==> config.mk <==
export PLATFORM = sky130hd
export DESIGN_NAME = asram_ctrl
export DESIGN_NICKNAME = d
export VERILOG_FILES = /design/src/rtl/asram_pkg.sv /design/src/rtl/asram_phase_timer.sv /design/src/rtl/asram_seq.sv /design/src/rtl/asram_dpath.sv /design/src/rtl/asram_ctrl.sv
export SDC_FILE = /design/constraint.sdc
export NUM_CORES = 1
export LEC_CHECK = 0
export ABC_AREA = 1
export CORE_MARGIN = 8
export CORE_UTILIZATION = 35
export DETAILED_ROUTE_END_ITERATION = 16
export GPL_ROUTABILITY_DRIVEN = 0
export GPL_TIMING_DRIVEN = 0
export PLACE_DENSITY_LB_ADDON = 0.3
export SLEW_MARGIN = 20
export SYNTH_ARGS = -nofsm -noshare
export SYNTH_HDL_FRONTEND = slang
export SYNTH_SLANG_ARGS = --single-unit
==> constraint.sdc <==
create_clock -name clk -period 2.1 [get_ports clk]
set_input_delay 0.315 -clock clk [delete_from_list [all_inputs] [get_ports clk]]
set_output_delay 0.315 -clock clk [all_outputs]
set_load 0.02 [all_outputs]
==> src/rtl/asram_pkg.sv <==
`timescale 1ns/1ps
// Shared types and elaboration helpers for the asynchronous SRAM controller.
// Assumes all timing figures are positive integers in nanoseconds.
package asram_pkg;

    typedef enum logic [2:0] {
        S_IDLE,
        S_WSETUP,
        S_WPULSE,
        S_WHOLD,
        S_RACC,
        S_RECOV
    } phase_e;

    typedef struct packed {
        logic cs1_n;
        logic cs2;
        logic oe_n;
        logic we_n;
    } mem_ctl_t;

    // Clock count covering a time span, rounded up
    function automatic int clk_count(input int span_ns, input int period_ns);
        return (span_ns + period_ns - 1) / period_ns;
    endfunction

    function automatic int max2(input int a, input int b);
        return (a > b) ? a : b;
    endfunction

endpackage

==> src/rtl/asram_phase_timer.sv <==
`timescale 1ns/1ps
// Down-counter that measures the length of one controller phase.
// Loading N-1 makes 'last' rise in the N-th cycle after the load.
// Assumes the sequencer loads it on every phase entry that needs timing.
module asram_phase_timer #(
    parameter int CW = 4
) (
    input  logic          clk,
    input  logic          rst_n,
    input  logic          load,
    input  logic [CW-1:0] load_val,
    output logic          last
);
    logic [CW-1:0] cnt_q;

    // Load on phase entry, otherwise count down to zero and hold
    always_ff @(posedge clk) begin
        if (!rst_n)
            cnt_q <= '0;
        else if (load)
            cnt_q <= load_val;
        else if (cnt_q != '0)
            cnt_q <= cnt_q - 1'b1;
    end

    assign last = (cnt_q == '0);

endmodule

==> src/rtl/asram_seq.sv <==
`timescale 1ns/1ps
// Cycle sequencer: accepts requests, steps through setup, pulse, hold,
// access and recovery phases, and registers every memory strobe so the
// pins change only at clock edges and never glitch.
// Assumes ASU, WP and RD are at least 1 and fit in CW bits.
module asram_seq
    import asram_pkg::*;
#(
    parameter int CW  = 4,
    parameter int ASU = 3,
    parameter int WP  = 10,
    parameter int RD  = 14
) (
    input  logic          clk,
    input  logic          rst_n,
    input  logic          standby,
    input  logic          req,
    input  logic          wr,
    input  logic          timer_last,
    output logic          timer_load,
    output logic [CW-1:0] timer_val,
    output logic          accept,
    output logic          ready,
    output logic          capture_rd,
    output mem_ctl_t      ctl,
    output logic          dq_drive
);
    localparam mem_ctl_t CTL_OFF  = '{cs1_n: 1'b1, cs2: 1'b0, oe_n: 1'b1, we_n: 1'b1};
    localparam mem_ctl_t CTL_SEL  = '{cs1_n: 1'b0, cs2: 1'b1, oe_n: 1'b1, we_n: 1'b1};
    localparam mem_ctl_t CTL_WR   = '{cs1_n: 1'b0, cs2: 1'b1, oe_n: 1'b1, we_n: 1'b0};
    localparam mem_ctl_t CTL_RD   = '{cs1_n: 1'b0, cs2: 1'b1, oe_n: 1'b0, we_n: 1'b1};

    phase_e   state_q, state_nxt;
    mem_ctl_t ctl_nxt;

    // Next phase and timer loads
    always_comb begin
        state_nxt  = state_q;
        timer_load = 1'b0;
        timer_val  = '0;
        accept     = 1'b0;
        case (state_q)
            S_IDLE: begin
                if (req && !standby) begin
                    accept     = 1'b1;
                    timer_load = 1'b1;
                    if (wr) begin
                        state_nxt = S_WSETUP;
                        timer_val = CW'(ASU - 1);
                    end else begin
                        state_nxt = S_RACC;
                        timer_val = CW'(RD - 1);
                    end
                end
            end
            S_WSETUP: begin
                if (timer_last) begin
                    state_nxt  = S_WPULSE;
                    timer_load = 1'b1;
                    timer_val  = CW'(WP - 1);
                end
            end
            S_WPULSE: if (timer_last) state_nxt = S_WHOLD;
            S_WHOLD:  state_nxt = S_RECOV;
            S_RACC:   if (timer_last) state_nxt = S_RECOV;
            S_RECOV:  state_nxt = S_IDLE;
            default:  state_nxt = S_IDLE;
        endcase
    end

    // Strobe levels that belong to the next phase
    always_comb begin
        case (state_nxt)
            S_IDLE:   ctl_nxt = standby ? CTL_OFF : CTL_SEL;
            S_WSETUP: ctl_nxt = CTL_SEL;
            S_WPULSE: ctl_nxt = CTL_WR;
            S_WHOLD:  ctl_nxt = CTL_SEL;
            S_RACC:   ctl_nxt = CTL_RD;
            default:  ctl_nxt = CTL_OFF;
        endcase
    end

    // Phase register
    always_ff @(posedge clk) begin
        if (!rst_n)
            state_q <= S_IDLE;
        else
            state_q <= state_nxt;
    end

    // Registered memory strobes and bus driver enable
    always_ff @(posedge clk) begin
        if (!rst_n) begin
            ctl      <= CTL_OFF;
            dq_drive <= 1'b0;
        end else begin
            ctl      <= ctl_nxt;
            dq_drive <= (state_q == S_WPULSE && state_nxt == S_WPULSE) ||
                        (state_nxt == S_WHOLD);
        end
    end

    assign ready      = (state_q == S_IDLE) && !standby;
    assign capture_rd = (state_q == S_RACC) && timer_last;

endmodule

==> src/rtl/asram_dpath.sv <==
`timescale 1ns/1ps
// Data path: holds the captured address and write byte for the whole
// cycle, and registers the returned byte with its one-clock strobe.
// Assumes 'accept' and 'capture_rd' are single-cycle pulses.
module asram_dpath #(
    parameter int AW = 20,
    parameter int DW = 8
) (
    input  logic          clk,
    input  logic          rst_n,
    input  logic          accept,
    input  logic [AW-1:0] addr,
    input  logic [DW-1:0] wdata,
    input  logic          capture_rd,
    input  logic [DW-1:0] mem_dq_in,
    output logic [AW-1:0] mem_addr,
    output logic [DW-1:0] mem_dq_out,
    output logic [DW-1:0] rdata,
    output logic          rvalid
);
    // Capture request fields on acceptance
    always_ff @(posedge clk) begin
        if (!rst_n) begin
            mem_addr   <= '0;
            mem_dq_out <= '0;
        end else if (accept) begin
            mem_addr   <= addr;
            mem_dq_out <= wdata;
        end
    end

    // Register read data on the last access cycle
    always_ff @(posedge clk) begin
        if (!rst_n) begin
            rdata  <= '0;
            rvalid <= 1'b0;
        end else begin
            rvalid <= capture_rd;
            if (capture_rd)
                rdata <= mem_dq_in;
        end
    end

endmodule

==> src/rtl/asram_ctrl.sv <==
`timescale 1ns/1ps
// Top of the asynchronous SRAM controller. Derives the phase lengths from
// the clock period and the memory timing figures, then joins the phase
// timer, the sequencer and the data path.
// Assumes output enable stays high during writes, so the write pulse only
// has to meet the pulse width and the data setup after the driver turns on.
module asram_ctrl
    import asram_pkg::*;
#(
    parameter int ADDR_W    = 20,
    parameter int DATA_W    = 8,
    parameter int CLK_NS    = 4,
    parameter int T_ACC_NS  = 55,
    parameter int T_RCYC_NS = 55,
    parameter int T_WCYC_NS = 55,
    parameter int T_AWE_NS  = 45,
    parameter int T_PW_NS   = 40,
    parameter int T_DSU_NS  = 30
) (
    input  logic              clk,
    input  logic              rst_n,
    input  logic              standby,
    input  logic              req,
    output logic              ready,
    input  logic              wr,
    input  logic [ADDR_W-1:0] addr,
    input  logic [DATA_W-1:0] wdata,
    output logic [DATA_W-1:0] rdata,
    output logic              rvalid,
    output logic [ADDR_W-1:0] mem_addr,
    output logic              mem_cs1_n,
    output logic              mem_cs2,
    output logic              mem_oe_n,
    output logic              mem_we_n,
    output logic [DATA_W-1:0] mem_dq_out,
    output logic              mem_dq_drive,
    input  logic [DATA_W-1:0] mem_dq_in
);
    // Write pulse: meets the width, and the setup counted from its 2nd cycle
    localparam int WP  = max2(clk_count(T_PW_NS, CLK_NS), clk_count(T_DSU_NS, CLK_NS) + 1);
    // Setup: covers address-to-write-end and the full write cycle (pulse + hold)
    localparam int ASU = max2(1, max2(clk_count(T_AWE_NS, CLK_NS) - WP,
                                      clk_count(T_WCYC_NS, CLK_NS) - WP - 1));
    // Access: covers access time and the read cycle (with recovery)
    localparam int RD  = max2(1, max2(clk_count(T_ACC_NS, CLK_NS),
                                      clk_count(T_RCYC_NS, CLK_NS) - 1));
    localparam int CW  = $clog2(max2(ASU, max2(WP, RD)) + 1);

    logic          timer_load;
    logic [CW-1:0] timer_val;
    logic          timer_last;
    logic          accept;
    logic          capture_rd;
    mem_ctl_t      ctl;

    asram_phase_timer #(.CW(CW)) u_timer (
        .clk      (clk),
        .rst_n    (rst_n),
        .load     (timer_load),
        .load_val (timer_val),
        .last     (timer_last)
    );

    asram_seq #(.CW(CW), .ASU(ASU), .WP(WP), .RD(RD)) u_seq (
        .clk        (clk),
        .rst_n      (rst_n),
        .standby    (standby),
        .req        (req),
        .wr         (wr),
        .timer_last (timer_last),
        .timer_load (timer_load),
        .timer_val  (timer_val),
        .accept     (accept),
        .ready      (ready),
        .capture_rd (capture_rd),
        .ctl        (ctl),
        .dq_drive   (mem_dq_drive)
    );

    asram_dpath #(.AW(ADDR_W), .DW(DATA_W)) u_dpath (
        .clk        (clk),
        .rst_n      (rst_n),
        .accept     (accept),
        .addr       (addr),
        .wdata      (wdata),
        .capture_rd (capture_rd),
        .mem_dq_in  (mem_dq_in),
        .mem_addr   (mem_addr),
        .mem_dq_out (mem_dq_out),
        .rdata      (rdata),
        .rvalid     (rvalid)
    );

    assign mem_cs1_n = ctl.cs1_n;
    assign mem_cs2   = ctl.cs2;
    assign mem_oe_n  = ctl.oe_n;
    assign mem_we_n  = ctl.we_n;

endmodule

# Yosys cells after proc, flatten, opt, wreduce, memory -nomap -nowiden
# Cells that the tools add are included.
[op_classes]
n_addsub = 1
n_mul = 0
div_mod_pow = 0
magnitude_cmp = 0
eq_ne = 8
shifts = 0
mux = 18
bitwise = 0
n_reduce_logical = 12
[op_table]
columns = ["op", "count"]
rows = [
  ["2-to-1 mux 4 bit", 6],
  ["case mux 4 bit (4 select lines)", 1],
  ["2-to-1 mux 3 bit", 5],
  ["case mux 3 bit (5 select lines)", 1],
  ["equality test 3 x 2 -> 1 bit, second input constant", 4],
  ["case mux 4 bit (2 select lines)", 1],
  ["equality test 3 x 1 -> 1 bit, second input constant", 2],
  ["equality test 3 bit, second input constant", 2],
  ["logical NOT 3 bit", 2],
  ["logical AND 1 bit", 4],
  ["logical NOT 4 bit", 1],
  ["nonzero test 4 bit", 1],
  ["subtractor 4 x 1 -> 4 bit, second input constant", 1],
  ["2-to-1 mux 1 bit", 3],
  ["case mux 1 bit (2 select lines)", 1],
  ["nonzero test 2 bit", 1],
  ["OR reduction 2 bit", 1],
  ["logical NOT 1 bit", 1],
  ["logical OR 1 bit", 1],
]
[word_totals]
register_bits = 49
latch_bits = 0
mem_bits_rw = 0
rom_bits = 0
inputBits = 41
out_inout_bits = 43
word_cells = 50
memories = 0

# Depth between registers and ports, before layout
# Gate-level depths: netlist (run 1).
[depth]
depth_word = 7
mapped_depth = 10
depth_no_buf = 10

# Cells and area by module
# From an unflattened synthesis (run 1), not the netlist that was laid out.
[unflattened]
hier_cells = 327
area_unflattened_um2 = 2187.1
[modules_own_cells]
columns = ["module", "n_inst", "cells_per_inst", "area_each_um2"]
rows = [
  ["asram_dpath", 1, 231, 1531.5],
  ["asram_seq", 1, 56, 407.9],
  ["asram_phase_timer", 1, 40, 247.7],
]

# Least setup slack after synthesis (run 1)
# No wires, ideal clock.
[synth_timing]
path_kind = "flip-flop to flip-flop"
from = "register u_timer.cnt_q[0]"
to = "register, netlist name u_seq.ctl[3]"
t_arrival_ps = 1224
required_ps = 1981
setup_slack_ps = 757
stages_incl_launch_ff = 10
synth_period_minus_slack_ps = 1343
path_cell_list = "dfxtp_1 -> inv_1 -> ha_1 -> nand2_1 -> nor2_1 -> nand2_1 -> nand2_1 -> nor2_1 -> nand3_1 -> nand2_1"
[synth_via]
elab_chain_cells = 6
word_cells_on_any_way = 12
cone_classes = "eq/ne (4); mux (5); reduce/logical (3)"
[synth_lines]
columns = ["element", "line", "rtl"]
rows = [
  ["start: declaration", "asram_phase_timer.sv:14", "logic [CW-1:0] cnt_q;"],
  ["start signal: assignment", "asram_phase_timer.sv:21", "cnt_q <= load_val;"],
  ["start signal: assignment", "asram_phase_timer.sv:23", "cnt_q <= cnt_q - 1'b1;"],
  ["logical NOT 4 bit *", "asram_phase_timer.sv:26", "assign last = (cnt_q == '0);"],
  ["2-to-1 mux 3 bit (on tied branches)", "asram_seq.sv:65, asram_seq.sv:57, asram_seq.sv:63", ""],
  ["case mux 3 bit (5 select lines) *", "asram_seq.sv:42", "case (state_q)"],
  ["equality test 3 x 1 -> 1 bit or equality test 3 x 2 -> 1 bit (tied branches)", "asram_seq.sv:73", "case (state_nxt)"],
  ["OR reduction 2 bit (no line)", "n/a", ""],
  ["case mux 4 bit (4 select lines) *", "asram_seq.sv:73", ""],
]
# Mark *: on every way between the ends. The rest lies on a longest branch, timed or not.
# A chain may end at the register's enable or synchronous reset.

# Final worst setup path (run 1)
[layout_timing]
from = "register u_seq.state_q[0]"
to = "output ready"
[layout_via]
elab_chain_cells = 2
[layout_lines]
columns = ["element", "line", "rtl"]
rows = [
  ["start: declaration", "asram_seq.sv:33", "phase_e state_q, state_nxt;"],
  ["start signal: assignment", "asram_seq.sv:88", "state_q <= state_nxt;"],
  ["logical NOT 3 bit", "asram_seq.sv:103", "assign ready = (state_q == S_IDLE) && !standby;"],
  ["logical AND 1 bit", "asram_seq.sv:103", ""],
  ["end: declaration", "asram_ctrl.sv:24", "output logic ready,"],
]
# No other way between the ends.

==> results of run 1 <==
## cells by family (layout without fill, tap and decap cells)
group                    Yosys count  in the layout  share of synthesized area (%)
buffers and inverters             24            114                           6.05
XOR/XNOR                           1              1                          0.471
flip-flops                        49             49                           52.7
AO/OA/AOI/OAI                     46             46                           12.5
AND/OR/NAND/NOR                  126            126                           27.6
adder cells (fa/ha/maj)            1              1                          0.672
## Yosys cell counts, types with 2 or more instances
cell type  number  share of area, %
a21oi_1         6               1.6
buf_2           3              0.81
buf_6           2               1.2
clkbuf_1        4              0.81
dfxtp_1        49                53
inv_1          11               2.2
inv_2           3              0.61
nand2_1        22               4.4
nand3_1         8               2.2
nor2_1         90                18
nor2_4          3               1.8
o21ai_0        38                10
## state kept, by name, indices dropped and copies added, names as in the netlist
signal              cells
u_dpath.mem_addr       20
u_dpath.mem_dq_out      8
u_dpath.rdata           8
u_seq.ctl               4
u_timer.cnt_q           4
u_seq.state_q           3
u_dpath.rvalid          1
u_seq.dq_drive          1
## tightest hold or removal path, stage by stage
cell and delay (ns):
clkbuf_1 0.17, o21ai_0 0.12, nor2_1 0.04
## power breakdown
part | internal [mW] | switching [mW] | total, mW | leakage, nW
combinational | 0.591 | 0.784 | 1.38 | 0.774
clock | 0.387 | 0.306 | 0.693 | 0.0574
sequential | 1.13 | 0.113 | 1.24 | 0.402
total | 2.10 | 1.20 | 3.31 | 1.23
## metrics by stage
| stage | hold WS (ns) | power [mW] | setup WS (ns) |
|---|---|---|---|
| 6_report | 0.385 | 3.31 | 0.179 |
| 5_1_grt | 0.416 | 3.56 | 0.105 |
| 4_1_cts | 0.374 | 3.34 | 0.157 |
| 3_5_place_dp | 0.482 | 2.63 | 0.320 |
| 3_3_place_gp | 0.476 | 2.61 | 0.308 |
| 2_1_floorplan | 0.450 | 2.11 | 0.757 |
## final cells by class
class / count / share of cell area [%]
Buffer: 10 / 2.08
Clock buffer: 6 / 2.86
Clock inverter: 2 / 1.30
Inverter: 14 / 1.82
Multi-Input combinational cell: 174 / 26.5
Sequential cell: 49 / 34.0
Tap cell: 70 / 3.03
Timing Repair Buffer: 82 / 28.4
## worst paths after layout
path	start	to	slack (ns)	cells past startpoint
min	rst_n	u_dpath.mem_dq_out[5]$_SDFFE_PN0P_	0.38	3
min reg2reg	u_timer.cnt_q[1]$_SDFFE_PN0P_	u_timer.cnt_q[1]$_SDFFE_PN0P_	0.49	2
max reg2reg	u_timer.cnt_q[0]$_SDFFE_PN0P_	u_seq.ctl[3]$_SDFF_PN1_	0.48	9
max	u_seq.state_q[0]$_SDFF_PN0_	ready	0.18	4
## routing by layer
metal  vias up  part of all wire [%]  track usage, %
li1        956                     -               -
met1       788                    42            15.0
met2        55                    44            20.7
met3         5                    13            9.19
met4         0                  0.97            3.69
met5         -                     0               0
## cells in the final DEF (no fill, tap or decap), drive strengths merged
cell,instances
xnor2,1
nand4,1
nor2,94
a21oi,6
nand2,23
a21boi,1
ha,1
clkdlybuf4s50,82
clkinvlp,1
o21ai,39
dfxtp,49
bufinv,1
nand3,8
inv,14
buf,6
clkbuf,10
==> impl_metrics.tcl, run 1 <==
set metrics [dict create \
    drive_above_1_share_pct 6.53 \
    nNetsFinal 378 \
    placedCellCount 399 \
    antenna_cells 0 \
    status "complete, no violations" \
    grt_pass1_vias 1817 \
    cts_tree "built" \
    final_area_mm2 0.00289 \
    relSlewSlack_pct 70.6 \
    synth-edff-count 0 \
    multi_input_area_um2 767 \
    vias 1804 \
    critPathKind "reg -> out" \
    clk_pin_slew_ns 0.09 \
    start_util_pct 36.4 \
    hold_buffers 0 \
    dr.pass1.iters 5 \
    rsz0062_at_grt "no" \
    die_w_um 88.9 \
    worst_path_largest_cell_delay_ns 0.60 \
    end_kind "output pin" \
    timing.fmax_mhz 520 \
    ys.flop_type "dfxtp_1" \
    ant_nets 0 \
    dpl_cell_area_mm2 0.00277 \
    antenna_found_initial 0 \
    hold_viol 0 \
    avgSynthCellArea_um2 7.53 \
    cts_resized 0 \
    setup_tns_ns 0 \
    tightest_slew_ns 0.441 \
    grt_pass1_wl_um 8380 \
    route.detailed.wl_per_inst_um 12.7 \
    drv_slew 0 \
    cts_sinks 49 \
    fin_skew_ns 0.00722 \
    layout.cells.non_filler 407 \
    crit_family "buffers and inverters" \
    synth_nets 289 \
    yosysSeqAreaShare_pct 52.7 \
    setup_viol 0 \
    yosys_warnings 0 \
    ir_drop_v 0.000542 \
    synthToLayoutAreaGrowth_pct 55.3 \
    path_cells "nor2_4, nand2_2, nor2_1, clkdlybuf4s50_1" \
    cts_root_buffer "clkbuf_8" \
    grt-ovfl-total 0 \
    vias_per_cell 4.43 \
    cts_buffers 5 \
    postCtsSetupRepairBufs 0 \
    grt_max_degree 16 \
    cts_buffer_depth 2 \
    crit_path_start_kind "flop" \
    crit_buf_inv 1 \
    ys_ff_latch 49 \
    htree_levels 2 \
    detailed_place_hpwl_um 3900 \
    cp_data_required_time_ns 1.78 \
    crit_slowest_cell "clkdlybuf4s50_1" \
    grt_usage_pct 13.6 \
    hold_path.class "in -> reg" \
    drv_cap 0 \
    core_area_mm2 0.00511 \
    drc 0 \
    async_reset_ff_share_pct 0 \
    fp.dieH_um 88.9 \
    portBuffers 82 \
    insertion_delay_ns 0.30 \
    period_share_pct 91.5 \
    regArea_um2 981 \
    p_leak_nw 1.23 \
    drtIter0Drc 86 \
    yosysUniqueCellTypes 20 \
    final.min_clock_period_ns 1.92 \
    dieArea_mm2 0.00790 \
    critPathArrivalTime_ns 1.61 \
    p_per_area_mw_per_mm2 1150 \
    drt-total-wl_um 5150 \
    fillers 480 \
    ioPinCount 84 \
    syn_area_mm2 0.00186 \
    fin_util_pct 56.6 \
    synth_cells 247 \
    rows 26 \
    critPathMaxFanout 7 \
]
(Power assumes the default switching activity.)
==> inputs of run 2 (changes only) <==
--- a/config.mk
+++ b/config.mk
@@ -7,7 +7,7 @@
 export LEC_CHECK = 0
 export ABC_AREA = 1
 export CORE_MARGIN = 8
-export CORE_UTILIZATION = 35
+export CORE_UTILIZATION = 44
 export DETAILED_ROUTE_END_ITERATION = 16
 export GPL_ROUTABILITY_DRIVEN = 0
 export GPL_TIMING_DRIVEN = 0
==> impl_metrics.tcl, run 2 (synthesis results as in run 1) <==
set metrics [dict create \
    status "complete, no violations" \
    netSwitchingPower_mw 1.21 \
    cts_sinks 49 \
    drv_slew 0 \
    comb_power_share_pct 43.9 \
    ant_nets 0 \
    ioPinCount 84 \
    hold_viol 0 \
    dieArea_mm2 0.00657 \
    fp.dieH_um 81.0 \
    p_per_area_mw_per_mm2 1120 \
    vias_per_cell 4.78 \
    htree_levels 2 \
    nNetsFinal 378 \
    p_leak_nw 1.22 \
    postCtsSetupRepairBufs 0 \
    switching_share_pct 38.4 \
    relSlewSlack_pct 71.3 \
    critPathKind "reg -> out" \
    synthToLayoutAreaGrowth_pct 51.9 \
    top_regs "u_dpath.mem_addr x20, u_dpath.mem_dq_out x8, u_dpath.rdata x8" \
    start_util_pct 46.2 \
    route.detailed.wl_per_inst_um 13.1 \
    ir_drop_v 0.000622 \
    insertion_delay_ns 0.30 \
    final.min_clock_period_ns 1.92 \
    largest_reg_flops 20 \
    grt_max_degree 15 \
    timing.fmax_mhz 521 \
    rows 23 \
    vias 1850 \
    rsz0062_at_grt "no" \
    detailed_place_hpwl_um 3820 \
    critPathArrivalTime_ns 1.61 \
    crit-reg2reg-launch "u_timer.cnt_q[0]$_SDFFE_PN0P_" \
    cts_buffers 5 \
    hold_buffers 0 \
    cts_buffer_depth 2 \
    hp-start "rst_n" \
    drtIter0Drc 125 \
    clk_pin_slew_ns 0.08 \
    wl_met1_um 2110 \
    hold_path.class "in -> reg" \
    die_w_um 81.0 \
    drc 0 \
    layout_commonest_cell "nor2_1" \
    portBuffers 82 \
    end_kind "output pin" \
    final_cell_mix "90 x nor2_1, 82 x clkdlybuf4s50_1, 49 x dfxtp_1" \
    pwr-share-seq_pct 39.2 \
    placedCellCount 379 \
    p_int_mw 1.95 \
    crit_path_start_kind "flop" \
    regMostFlops "u_dpath.mem_addr" \
    fin_skew_ns 0.0101 \
    grt_pass1_vias 1785 \
    setup_tns_ns 0 \
    setup_viol 0 \
    wl_met3_um 585 \
    fillers 347 \
    grt-ovfl-total 0 \
    drive_above_1_share_pct 6.23 \
    critPathMaxFanout 7 \
    antenna_found_initial 0 \
    cts_root_buffer "clkbuf_8" \
    crit_path_start "u_seq.state_q[0]$_SDFF_PN0_" \
    core_area_mm2 0.00403 \
    cp_data_required_time_ns 1.78 \
    cts_resized 0 \
    met2_length_um 2320 \
    grt_pass1_wl_um 8090 \
    antenna_cells 0 \
    tightest_slew_ns 0.430 \
    drv_cap 0 \
    period_share_pct 91.4 \
    cts_tree "built" \
    layout.cells.non_filler 387 \
    grt_usage_pct 15.7 \
    drt-total-wl_um 5080 \
    dr.pass1.iters 5 \
    maxUsedRoutingLayer "met4" \
    clockPowerShare_pct 16.9 \
]
==> run 2: cell types whose count changed in the layout (fill, tap and decap cells not counted), sizes merged <==
cell / before / now
clkinv: 0 / 2
bufinv: 1 / 0
clkinvlp: 1 / 0
==> run 2: power groups by stage <==
stage | registers [mW] | clock network [mW] | logic [mW]
CTS | 1.24 | 0.547 | 1.39
finish | 1.24 | 0.535 | 1.39
detailed placement | 1.25 | 0 | 1.37
floorplan | 1.42 | 0 | 0.691
global route | 1.27 | 0.592 | 1.52
global placement | 1.25 | 0 | 1.35
==> run 2: cell type report <==
type                            instances  area [µm²]  area share, %
Sequential cell                        49         981           34.7
Buffer                                 10        60.1           2.12
Multi-Input combinational cell        174         767           27.1
Inverter                               14        52.6           1.86
Clock inverter                          2        10.0          0.354
Tap cell                               50        62.6           2.21
Clock buffer                            6        72.6           2.57
Timing Repair Buffer                   82         821           29.0
==> run 2: path summary, 6_finish.rpt <==
check | endpoint | cells after the start | slack [ns]
max | ready | 4 | 0.18
min | u_dpath.mem_addr[8]$_SDFFE_PN0P_ | 3 | 0.39
max reg2reg | u_seq.ctl[3]$_SDFF_PN1_ | 9 | 0.48
min reg2reg | u_timer.cnt_q[1]$_SDFFE_PN0P_ | 2 | 0.50
==> run 2: through the flow <==
stage | area (µm²) | utilization, % | total power [mW] | setup slack, ns | hold slack, ns
2_1_floorplan | 1860 | - | 2.11 | 0.757 | 0.450
3_3_place_gp | 2740 | 68.1 | 2.60 | 0.314 | 0.480
3_5_place_dp | 2740 | 68.1 | 2.63 | 0.314 | 0.479
4_1_cts | 2830 | 70.2 | 3.17 | 0.167 | 0.386
5_1_grt | 2830 | 70.2 | 3.38 | 0.0934 | 0.433
6_report | 2830 | 70.2 | 3.16 | 0.180 | 0.393
==> run 2: critical path: stages, from the launching register on <==
cell	delay [ns]
dfxtp_1	0.39
nor2_4	0.15
nand2_2	0.08
nor2_1	0.08
clkdlybuf4s50_1	0.60
==> run 2: layer usage <==
metal  vias to the layer above  track usage (%)
li1                        953                -
met1                       838             17.8
met2                        51             24.1
met3                         8             8.94
met4                         0             5.89
met5                         -                0
